==> config.mk <==
export PLATFORM = sky130hd
export DESIGN_NAME = sdram_cmd_tracker
export DESIGN_NICKNAME = d
export VERILOG_FILES = /design/src/rtl/sdram_trk_pkg.sv /design/src/rtl/sdram_cmd_decode.sv /design/src/rtl/sdram_col_sel.sv /design/src/rtl/sdram_bank_slot.sv /design/src/rtl/sdram_cmd_tracker.sv
export SDC_FILE = /design/constraint.sdc
export NUM_CORES = 1
export LEC_CHECK = 0
export ABC_AREA = 0
export BUFFER_PORTS_ARGS = -buffer_cell sky130_fd_sc_hd__buf_2
export CAP_MARGIN = 30
export CORE_MARGIN = 1
export CORE_UTILIZATION = 58
export DETAILED_ROUTE_END_ITERATION = 12
export PLACE_DENSITY = 0.85
export SKIP_CTS_REPAIR_TIMING = 1
export SLEW_MARGIN = 10
export SYNTH_ARGS = -nofsm -noshare
export SYNTH_HDL_FRONTEND = slang
export SYNTH_SLANG_ARGS = --single-unit
==> constraint.sdc <==
create_clock -name clk_i -period 5.31 [get_ports clk_i]
set_input_delay 0.531 -clock clk_i [delete_from_list [all_inputs] [get_ports clk_i]]
set_output_delay 0.531 -clock clk_i [all_outputs]
set_load 0.02 [all_outputs]
==> src/rtl/sdram_trk_pkg.sv <==
package sdram_trk_pkg;
  localparam int CMD_N   = 8;
  localparam int C_NOP   = 0;
  localparam int C_ACT   = 1;
  localparam int C_RD    = 2;
  localparam int C_WR    = 3;
  localparam int C_PRE   = 4;
  localparam int C_REF   = 5;
  localparam int C_MRS   = 6;
  localparam int C_BST   = 7;
  localparam int ADDR_W  = 12;
  localparam int BA_W    = 2;
  localparam int BANKS   = 1 << BA_W;
  localparam int AP_BIT  = 10;

  typedef logic [CMD_N-1:0] cmd_vec_t;
endpackage

==> src/rtl/sdram_cmd_decode.sv <==
module sdram_cmd_decode
  import sdram_trk_pkg::*;
(
  input  logic     cke_i,
  input  logic     cs_ni,
  input  logic     ras_ni,
  input  logic     cas_ni,
  input  logic     we_ni,
  output cmd_vec_t cmd_o
);
  always_comb begin
    cmd_o = '0;
    if (cke_i && !cs_ni) begin
      unique case ({ras_ni, cas_ni, we_ni})
        3'b111:  cmd_o[C_NOP] = 1'b1;
        3'b011:  cmd_o[C_ACT] = 1'b1;
        3'b101:  cmd_o[C_RD]  = 1'b1;
        3'b100:  cmd_o[C_WR]  = 1'b1;
        3'b010:  cmd_o[C_PRE] = 1'b1;
        3'b001:  cmd_o[C_REF] = 1'b1;
        3'b000:  cmd_o[C_MRS] = 1'b1;
        default: cmd_o[C_BST] = 1'b1;
      endcase
    end
  end
endmodule

==> src/rtl/sdram_col_sel.sv <==
module sdram_col_sel
  import sdram_trk_pkg::*;
#(
  parameter int DQ_WIDTH = 4
) (
  input  logic [ADDR_W-1:0] addr_i,
  output logic [ADDR_W-1:0] col_o,
  output logic              ap_o
);
  localparam int COL_W = (DQ_WIDTH == 16) ? 9 : (DQ_WIDTH == 8) ? 10 : 11;

  logic [COL_W-1:0] col;

  generate
    if (DQ_WIDTH == 16) begin : g_x16
      assign col = addr_i[8:0];
    end else if (DQ_WIDTH == 8) begin : g_x8
      assign col = addr_i[9:0];
    end else begin : g_x4
      assign col = {addr_i[11], addr_i[9:0]};
    end
  endgenerate

  assign col_o = ADDR_W'(col);
  assign ap_o  = addr_i[AP_BIT];
endmodule

==> src/rtl/sdram_bank_slot.sv <==
module sdram_bank_slot #(
  parameter int ROW_W     = 12,
  parameter int BURST_LEN = 4
) (
  input  logic             clk_i,
  input  logic             rst_ni,
  input  logic             open_i,
  input  logic             close_i,
  input  logic             sched_i,
  input  logic [ROW_W-1:0] row_i,
  output logic             open_o,
  output logic [ROW_W-1:0] row_o,
  output logic             pend_o
);
  localparam int CNT_W = (BURST_LEN < 2) ? 1 : $clog2(BURST_LEN + 1);

  logic             open_q, pend_q;
  logic [ROW_W-1:0] row_q;
  logic [CNT_W-1:0] cnt_q;

  always_ff @(posedge clk_i or negedge rst_ni) begin
    if (!rst_ni) begin
      open_q <= 1'b0;
      pend_q <= 1'b0;
      row_q  <= '0;
      cnt_q  <= '0;
    end else if (pend_q && cnt_q == '0) begin
      // scheduled close fires
      open_q <= 1'b0;
      pend_q <= 1'b0;
    end else begin
      if (pend_q) cnt_q <= cnt_q - 1'b1;
      if (open_i) begin
        open_q <= 1'b1;
        row_q  <= row_i;
      end
      if (close_i) open_q <= 1'b0;
      if (sched_i) begin
        pend_q <= 1'b1;
        cnt_q  <= CNT_W'(BURST_LEN - 1);
      end
    end
  end

  assign open_o = open_q;
  assign row_o  = row_q;
  assign pend_o = pend_q;
endmodule

==> src/rtl/sdram_cmd_tracker.sv <==
module sdram_cmd_tracker
  import sdram_trk_pkg::*;
#(
  parameter int DQ_WIDTH  = 4,
  parameter int BURST_LEN = 4
) (
  input  logic               clk_i,
  input  logic               rst_ni,
  input  logic               cke_i,
  input  logic               cs_ni,
  input  logic               ras_ni,
  input  logic               cas_ni,
  input  logic               we_ni,
  input  logic [11:0]        addr_i,
  input  logic [1:0]         ba_i,
  output logic [7:0]         cmd_o,
  output logic [11:0]        addr_o,
  output logic [1:0]         bank_o,
  output logic               auto_pre_o,
  output logic [3:0]         pre_mask_o,
  output logic               pdown_o,
  output logic [3:0]         bank_open_o,
  output logic [47:0]        open_row_o,
  output logic               illegal_o,
  output logic               ap_err_o
);
  cmd_vec_t          cmd_now;
  logic [ADDR_W-1:0] col;
  logic              ap_bit;
  logic [BANKS-1:0]  open_v, pend_v, tgt, set_open, set_close, set_sched;
  logic              is_act, is_rw, is_pre, bank_cmd, conflict, illegal, ok;

  sdram_cmd_decode u_dec (
    .cke_i (cke_i), .cs_ni(cs_ni), .ras_ni(ras_ni), .cas_ni(cas_ni),
    .we_ni (we_ni), .cmd_o(cmd_now)
  );

  sdram_col_sel #(.DQ_WIDTH(DQ_WIDTH)) u_col (
    .addr_i(addr_i), .col_o(col), .ap_o(ap_bit)
  );

  assign is_act   = cmd_now[C_ACT];
  assign is_rw    = cmd_now[C_RD] | cmd_now[C_WR];
  assign is_pre   = cmd_now[C_PRE];
  assign bank_cmd = is_act | is_rw | is_pre;

  always_comb begin
    tgt = '0;
    if (is_pre && ap_bit) tgt = '1;
    else if (bank_cmd)    tgt[ba_i] = 1'b1;
  end

  assign conflict  = bank_cmd && |(tgt & pend_v);
  assign illegal   = !conflict && ((is_act && open_v[ba_i]) || (is_rw && !open_v[ba_i]));
  assign ok        = bank_cmd && !conflict && !illegal;
  assign set_open  = (ok && is_act) ? tgt : '0;
  assign set_close = (ok && is_pre) ? tgt : '0;
  assign set_sched = (ok && is_rw && ap_bit) ? tgt : '0;

  for (genvar b = 0; b < BANKS; b++) begin : g_bank
    sdram_bank_slot #(.ROW_W(ADDR_W), .BURST_LEN(BURST_LEN)) u_slot (
      .clk_i  (clk_i),
      .rst_ni (rst_ni),
      .open_i (set_open[b]),
      .close_i(set_close[b]),
      .sched_i(set_sched[b]),
      .row_i  (addr_i),
      .open_o (open_v[b]),
      .row_o  (open_row_o[b*ADDR_W +: ADDR_W]),
      .pend_o (pend_v[b])
    );
  end

  always_ff @(posedge clk_i or negedge rst_ni) begin
    if (!rst_ni) begin
      cmd_o      <= '0;
      addr_o     <= '0;
      bank_o     <= '0;
      auto_pre_o <= 1'b0;
      pre_mask_o <= '0;
      pdown_o    <= 1'b0;
      illegal_o  <= 1'b0;
      ap_err_o   <= 1'b0;
    end else begin
      cmd_o      <= cmd_now;
      pdown_o    <= !cke_i;
      illegal_o  <= illegal;
      ap_err_o   <= conflict;
      pre_mask_o <= set_close;
      auto_pre_o <= ok && is_rw && ap_bit;
      if (is_act)   addr_o <= addr_i;
      if (is_rw)    addr_o <= col;
      if (bank_cmd) bank_o <= ba_i;
    end
  end

  assign bank_open_o = open_v;
endmodule

---- Word-level counts from Yosys, hierarchy flattened ----
Cells that the tools add are included.
word-level totals
  register bits ........................... 98
  input bits .............................. 21
  output and inout port bits .............. 82
operators by class
  add/subtract/negate cells ............... 4
  magnitude comparators ................... 2
  equality and inequality tests ........... 6
  muxes and demuxes ....................... 48
  bitwise logic cells ..................... 8
  reductions and logical operators ........ 51
operators by type and width
  kind                 number
  $mux 1               30
  $mux 12              2
  $mux 3               8
  $mux 4               5
  $reduce_bool 2->1    9
  $logic_and 1x1->1    17
  $reduce_and 2->1     8
  $logic_not 3->1      5
  $reduce_bool 3->1    4
  $sub 3x1->3 const B  4
  $eq 3x3->1 const B   3
  $mux 8               1
  $reduce_or 7->1      1
  $eq 3x2->1 const B   2
  $logic_not 1->1      5
  $and 4x4->4          1
  $not 1->1            4
  $reduce_or 4->1      1
  $eq 3x1->1 const B   1
  $lt 2x3->1 const B   1
  $or 1x1->1           3
  $bmux 1 s2           1
  $demux 1 s2          1
  $ge 2x1->1 const B   1
  $logic_or 1x1->1     1

---- Logic depth before layout (Yosys ltp) ----
  depth in word-level cells ............... 21
  mapped depth ............................ 9
  gate-level depth less buffers ........... 8

---- Hierarchy ----
A second synthesis with hierarchy kept.
second synthesis, totals
  cells, all modules ...................... 340
  area, all modules ....................... 4384.2 um^2
by module, submodules not included
  module             instances  cells each  area an instance (um^2)  sequential area each (um^2)
  sdram_bank_slot    4          48          730.7                    425.4
  sdram_cmd_tracker  1          121         1286.2                   750.7
  sdram_col_sel      1          14          101.3                    0.0
  sdram_cmd_decode   1          13          73.8                     0.0

---- Worst setup path before layout ----
Ideal clock, no wire load.
  path type ............................... input to register
  start ................................... in ras_ni
  end ..................................... reg g_bank[0].u_slot.row_q[10]
  library setup time ...................... 0.125 ns
  arrival ................................. 2.301 ns
  required time ........................... 5.185 ns
  setup slack ............................. 2.884 ns
  stages on the path ...................... 9
  cells stage by stage .................... buf_2 -> nor4bb_1 -> clkbuf_1 -> a22oi_1 -> o22a_1 -> buf_4 -> nand4b_4 -> buf_6 -> mux2_4
between the ends
  cells in the longest elaborated chain, start to end .. 18
  elaborated cells on any way between the ends .. 29
  those cells by class .................... 4 x eq/ne; 8 x mux; 4 x bitwise; 13 x reduce/logical
ends and longest elaborated chain
  item                                 line                                              source
  start: declaration                   sdram_cmd_tracker.sv:11                           input logic ras_ni,
  $eq 3x3->1                           sdram_cmd_decode.sv:14                            unique case ({ras_ni, cas_ni, we_ni})
  $mux 1                               sdram_cmd_decode.sv:14
  $mux 8 *                             sdram_cmd_decode.sv:13                            if (cke_i && !cs_ni) begin
  $or 1x1->1                           sdram_cmd_tracker.sv:43                           assign is_rw = cmd_now[C_RD] | cmd_now[C_WR];
  $or 1x1->1 (2 in series)             sdram_cmd_tracker.sv:45                           assign bank_cmd = is_act | is_rw | is_pre;
  $mux 4                               sdram_cmd_tracker.sv:50                           else if (bank_cmd) tgt[ba_i] = 1'b1;
  $mux 4                               sdram_cmd_tracker.sv:49                           if (is_pre && ap_bit) tgt = '1;
  $and 4x4->4                          sdram_cmd_tracker.sv:53                           assign conflict = bank_cmd && |(tgt & pend_v);
  $reduce_or 4->1                      sdram_cmd_tracker.sv:53
  $logic_and 1x1->1                    sdram_cmd_tracker.sv:53
  $logic_not 1->1                      sdram_cmd_tracker.sv:54, sdram_cmd_tracker.sv:55
  $logic_and 1x1->1                    sdram_cmd_tracker.sv:54                           assign illegal = !conflict && ((is_act && open_v[ba_i]) || (is_rw && !open_v[ba_i]));
  $logic_not 1->1                      sdram_cmd_tracker.sv:55                           assign ok = bank_cmd && !conflict && !illegal;
  $logic_and 1x1->1                    sdram_cmd_tracker.sv:55
  $logic_and 1x1->1                    sdram_cmd_tracker.sv:56                           assign set_open = (ok && is_act) ? tgt : '0;
  $mux 4 *                             sdram_cmd_tracker.sv:56
  $reduce_and 2->1 (no source line) *  n/a
  end signal: assignment               sdram_bank_slot.sv:35                             row_q <= row_i;
  end: declaration                     sdram_bank_slot.sv:18                             logic [ROW_W-1:0] row_q;
Mark *: on every way between the ends. The rest lies on a longest branch, timed or not.
A chain may end at the register's enable or synchronous reset.

---- Final worst setup path ----
  start ................................... in addr_i[10]
  end ..................................... reg g_bank[2].u_slot.row_q[0]
between the ends
  cells in the longest elaborated chain, start to end .. 12
  elaborated cells on any way between the ends .. 13
  those cells by class .................... 2 x mux; 1 x bitwise; 10 x reduce/logical
ends and longest elaborated chain
  item                                 line                                              source
  start: declaration                   sdram_cmd_tracker.sv:14                           input logic [11:0] addr_i,
  $logic_and 1x1->1 *                  sdram_cmd_tracker.sv:49
  $mux 4 *                             sdram_cmd_tracker.sv:49
  $and 4x4->4                          sdram_cmd_tracker.sv:53
  $reduce_or 4->1                      sdram_cmd_tracker.sv:53
  $logic_and 1x1->1                    sdram_cmd_tracker.sv:53
  $logic_not 1->1                      sdram_cmd_tracker.sv:54, sdram_cmd_tracker.sv:55
  $logic_and 1x1->1                    sdram_cmd_tracker.sv:54
  $logic_not 1->1                      sdram_cmd_tracker.sv:55
  $logic_and 1x1->1                    sdram_cmd_tracker.sv:55
  $logic_and 1x1->1                    sdram_cmd_tracker.sv:56
  $mux 4 *                             sdram_cmd_tracker.sv:56
  $reduce_and 2->1 (no source line) *  n/a
  end signal: assignment               sdram_bank_slot.sv:35
  end: declaration                     sdram_bank_slot.sv:18
Marked as above.

==> metrics list <==
* Worst vdd rail ir drop: 0.1628 mV
- Of the cells placed in the final design, the portion with a size suffix greater than 1 is 45.13%.
- Sum of net half-perimeters after detailed placement: 6757 um
- The clock passes through at most 2 buffers.
* Mux share of post-synthesis cell area: between 15 and 20%
* Skew-Pair Late Insertion Delay: 0.38 ns
- Vias in the first global route: 2890
- Traced cell by cell, the critical path runs through buf_2 -> nor4bb_1 -> clkbuf_2 -> a22oi_1 -> o22a_1 -> nand4_4 -> mux2_4.
- Antenna Cells: 0
- Power density cells: around 360 nW/um^2
* Unrepaired setup endpoints after global routing: false
- Largest net degree at the start of global routing: 55
- Post-detailed-routing wire length: roughly 9500 um
- Number of failing setup endpoints in the final timing report: 0
* Number of warnings issued by yosys: 0
- For the pin with the worst max-slew slack, the measured transition is ~0.69 ns.
- Yosys mapped a number of flops with a built-in enable equal to 0.
- Total Power: roughly 1.8 mW
- The number of antenna violations at the first check in global routing came to 0.
- Count of endpoints failing hold in the final timing report: 0
- Syn Std Cell Area: 4332 sq um
- Highest cell delay on the worst timing path: 0.60 ns
- The max-slew violation count was 0.
- Post-synthesis compound-gate area fraction: 5.517%
- The cell sitting at the root of the clock tree is a sky130_fd_sc_hd__clkbuf_8.
- In this run the worst path has a maximum fanout of 13.
* Total clock buffers created by CTS: 9
- Synthesized instance count: 316
- Height of the die: 88.42 um
* Clock tree from TritonCTS: done
- Averaged over all synthesized cells, the footprint is roughly 14 sq um.
- Result of the run: complete, no violations
- Clock skew on the completed layout was measured at about 0.016 ns.
- Sum Neg Setup Slack: 0 ns
* Starting utilization of the core area: 59.72%
- Static timing analysis puts the maximum clock frequency at between 300 and 400 MHz.
- From synthesis to final layout, the design area changed by 17.01%.
- At the worst endpoint, the arrival time is 2.85 ns.
- Final critical delay including setup and external delays: 2.584 ns
* # rows: 31
* Library cell contributing the largest single delay on the critical path: sky130_fd_sc_hd__o22a_1
- The path class of the tightest hold or removal check is input pin to async pin.
- Number of nets with antenna violations after detailed routing: 0
- Detailed-route via count: 2920
- Number of clock sinks: 98
* Grt total ovfl: 0
- Counting every net in the synthesized netlist gives ~350.
- Max-cap check violation count: 0
- Total leakage power: about 2.8 nW
- By startpoint and endpoint, the worst setup path is classified as input pin to flop.
- The first TritonRoute pass finished after 5 iterations.
* Core Box Area: 7253 sq um
* IO Port Bufs: between 100 and 150
- Dividing the detail-routed wire length by the instance count gives 18.25 um.
* First-pass GRT wire length: 14590 um
* Yosys cell types: 46
- The most used flip-flop cell after synthesis is sky130_fd_sc_hd__dfrtp_1.
* Chip width: 88.42 um
* Deepest level of the CTS H-tree: 3
- Total global routing track utilization: 25.32%
- The die covers 7818 sq um.
* Fraction of the yosys area taken by sequential cells: 56.61%
- Count of unresolved DRC violations after routing: 0
* Total I/O pin count: 103
- Simple logic cell fraction of the synthesized area: 10.75%
- Required time reported for the critical path endpoint: 5.58 ns
* Yosys reg bits: 98
- Worst Hold Slack: 0.1271 ns
* Adder and majority cell fraction of the synthesized area: 2.311%
- Counting flops with an async set or reset pin after synthesis yields a share of 100.0%.
* Element type at the critical path end: flop
- In the finished design, the share of the clock period the worst path needs comes to between 40% and 50%.
* Xor-xnor portion of the synthesized cell area: 0.4044%
- Measured in cells, the most critical reg-to-reg path has a length of 4.
- By area, the combinational part of the netlist is dominated by multiplexers.
- Number of vias per cell after detailed routing: 5.615
* Worst-case headroom to the max-slew limit: 54.11%
- Clock Pin Slew Worst Setup and Hold Paths: 0.10 ns
- Category of the worst setup path launch point: input pin
* Final estimated routing congestion in global placement: around 0.88
* Number of nets in the layout: 445
- DRT iter0 DRCs: 129
flip-flops by register name, summed over array words and instances, names as in the netlist:
signal                cells
illegal_o                 1
bank_o                    2
ap_err_o                  1
g_bank.u_slot.cnt_q      12
addr_o                   12
g_bank.u_slot.open_o      4
cmd_o                     8
g_bank.u_slot.pend_o      4
g_bank.u_slot.row_o      48
auto_pre_o                1
pdown_o                   1
pre_mask_o                4
power by group:
part | total, mW | leakage, nW | internal, mW | switching (mW)
Clock | 0.481 | 0.104 | 0.189 | 0.292
Sequential | 0.903 | 1.30 | 0.842 | 0.0610
Combinational | 0.420 | 1.37 | 0.175 | 0.245
cells in the final DEF (no fill, tap or decap), drive strengths merged, types with 3 or more instances in the layout:
master / n
mux2: 60
nand2: 25
mux2i: 3
a21oi: 7
nor2b: 5
nor2: 13
buf: 103
dfrtp: 98
nand2b: 6
nor4b: 3
clkbuf: 10
a22oi: 3
a2bb2oi: 4
nand4b: 3
clkinv: 3
ha: 8
inv: 25
o21ai: 8
final timing paths:
check | start | endpoint | slack [ns]
setup / recovery | addr_i[10] | g_bank[2].u_slot.row_o[0] | 2.73
hold / removal | rst_ni | cmd_o[3] | 0.13
setup reg to reg | g_bank[3].u_slot.open_o | g_bank[2].u_slot.row_o[0] | 2.77
hold reg to reg | bank_o[1] | bank_o[1] | 0.50
max in group asynchronous | rst_ni | g_bank[3].u_slot.row_o[0] | 4.10
min in group clk_i | cke_i | pdown_o | 0.40
Yosys cell counts, types with 4 or more instances:
cell                        number  area (sq um)
sky130_fd_sc_hd__o21ai_0         8         40.04
sky130_fd_sc_hd__buf_6           5         56.30
sky130_fd_sc_hd__nor2b_1         5         31.28
sky130_fd_sc_hd__nand2_1        25         93.84
sky130_fd_sc_hd__inv_1          21         78.83
sky130_fd_sc_hd__mux2_2         24         270.3
sky130_fd_sc_hd__a21oi_1         7         35.03
sky130_fd_sc_hd__a2bb2oi_1       4         35.03
sky130_fd_sc_hd__ha_1            8         100.1
sky130_fd_sc_hd__mux2_4         36         540.5
sky130_fd_sc_hd__buf_4           5         37.54
sky130_fd_sc_hd__dfrtp_1        98          2452
sky130_fd_sc_hd__nand2b_1        6         37.54
sky130_fd_sc_hd__nor2_1         13         48.80
stage by stage:
stage / utilization [%] / worst slack (ns) / cells / instance area (sq um)
6_report: 69.88 / 2.726 / 520 / 5069
5_1_grt: 69.88 / 2.623 / 520 / 5069
4_1_cts: 69.81 / 2.424 / 519 / 5064
3_5_place_dp: 67.02 / 2.024 / 503 / 4861
3_3_place_gp: 67.02 / 2.170 / 503 / 4861
2_1_floorplan: - / 2.884 / 316 / 4332
area by class of cell:
type,instances,area (sq um)
clock inverters,7,78.83
inverters,21,78.83
multi-input cells,182,1685
flip-flops and latches,98,2452
repair buffers,104,525.5
fillers,493,2185
well taps,99,123.9
clock buffers,9,123.9
logic make-up (layout without fill, tap and decap cells):
logic type      Yosys count  count (layout)
buf+inv                  36             141
simple gates             73              73
flops                    98              98
fa+ha+maj                 8               8
xor+xnor                  2               2
compound gates           35              35
mux                      64              64
worst max-delay path, delay by kind of cell:
kind,cells,cell delay [ns]
AOI/OAI and AO/OA,2,0.95
and+or+nand+nor,2,0.61
muxes,1,0.43
buffers and inverters,2,0.31
routing by layer:
layer | track usage, % | part of all wire, % | up-vias
met5 | 0 | 0 | -
met4 | 14.52 | 3.0 | 0
met3 | 4.291 | 4.4 | 26
met2 | 41.19 | 50 | 110
met1 | 32.18 | 42 | 1479
li1 | - | - | 1305
Note: power is estimated with default switching activity, not from simulation.
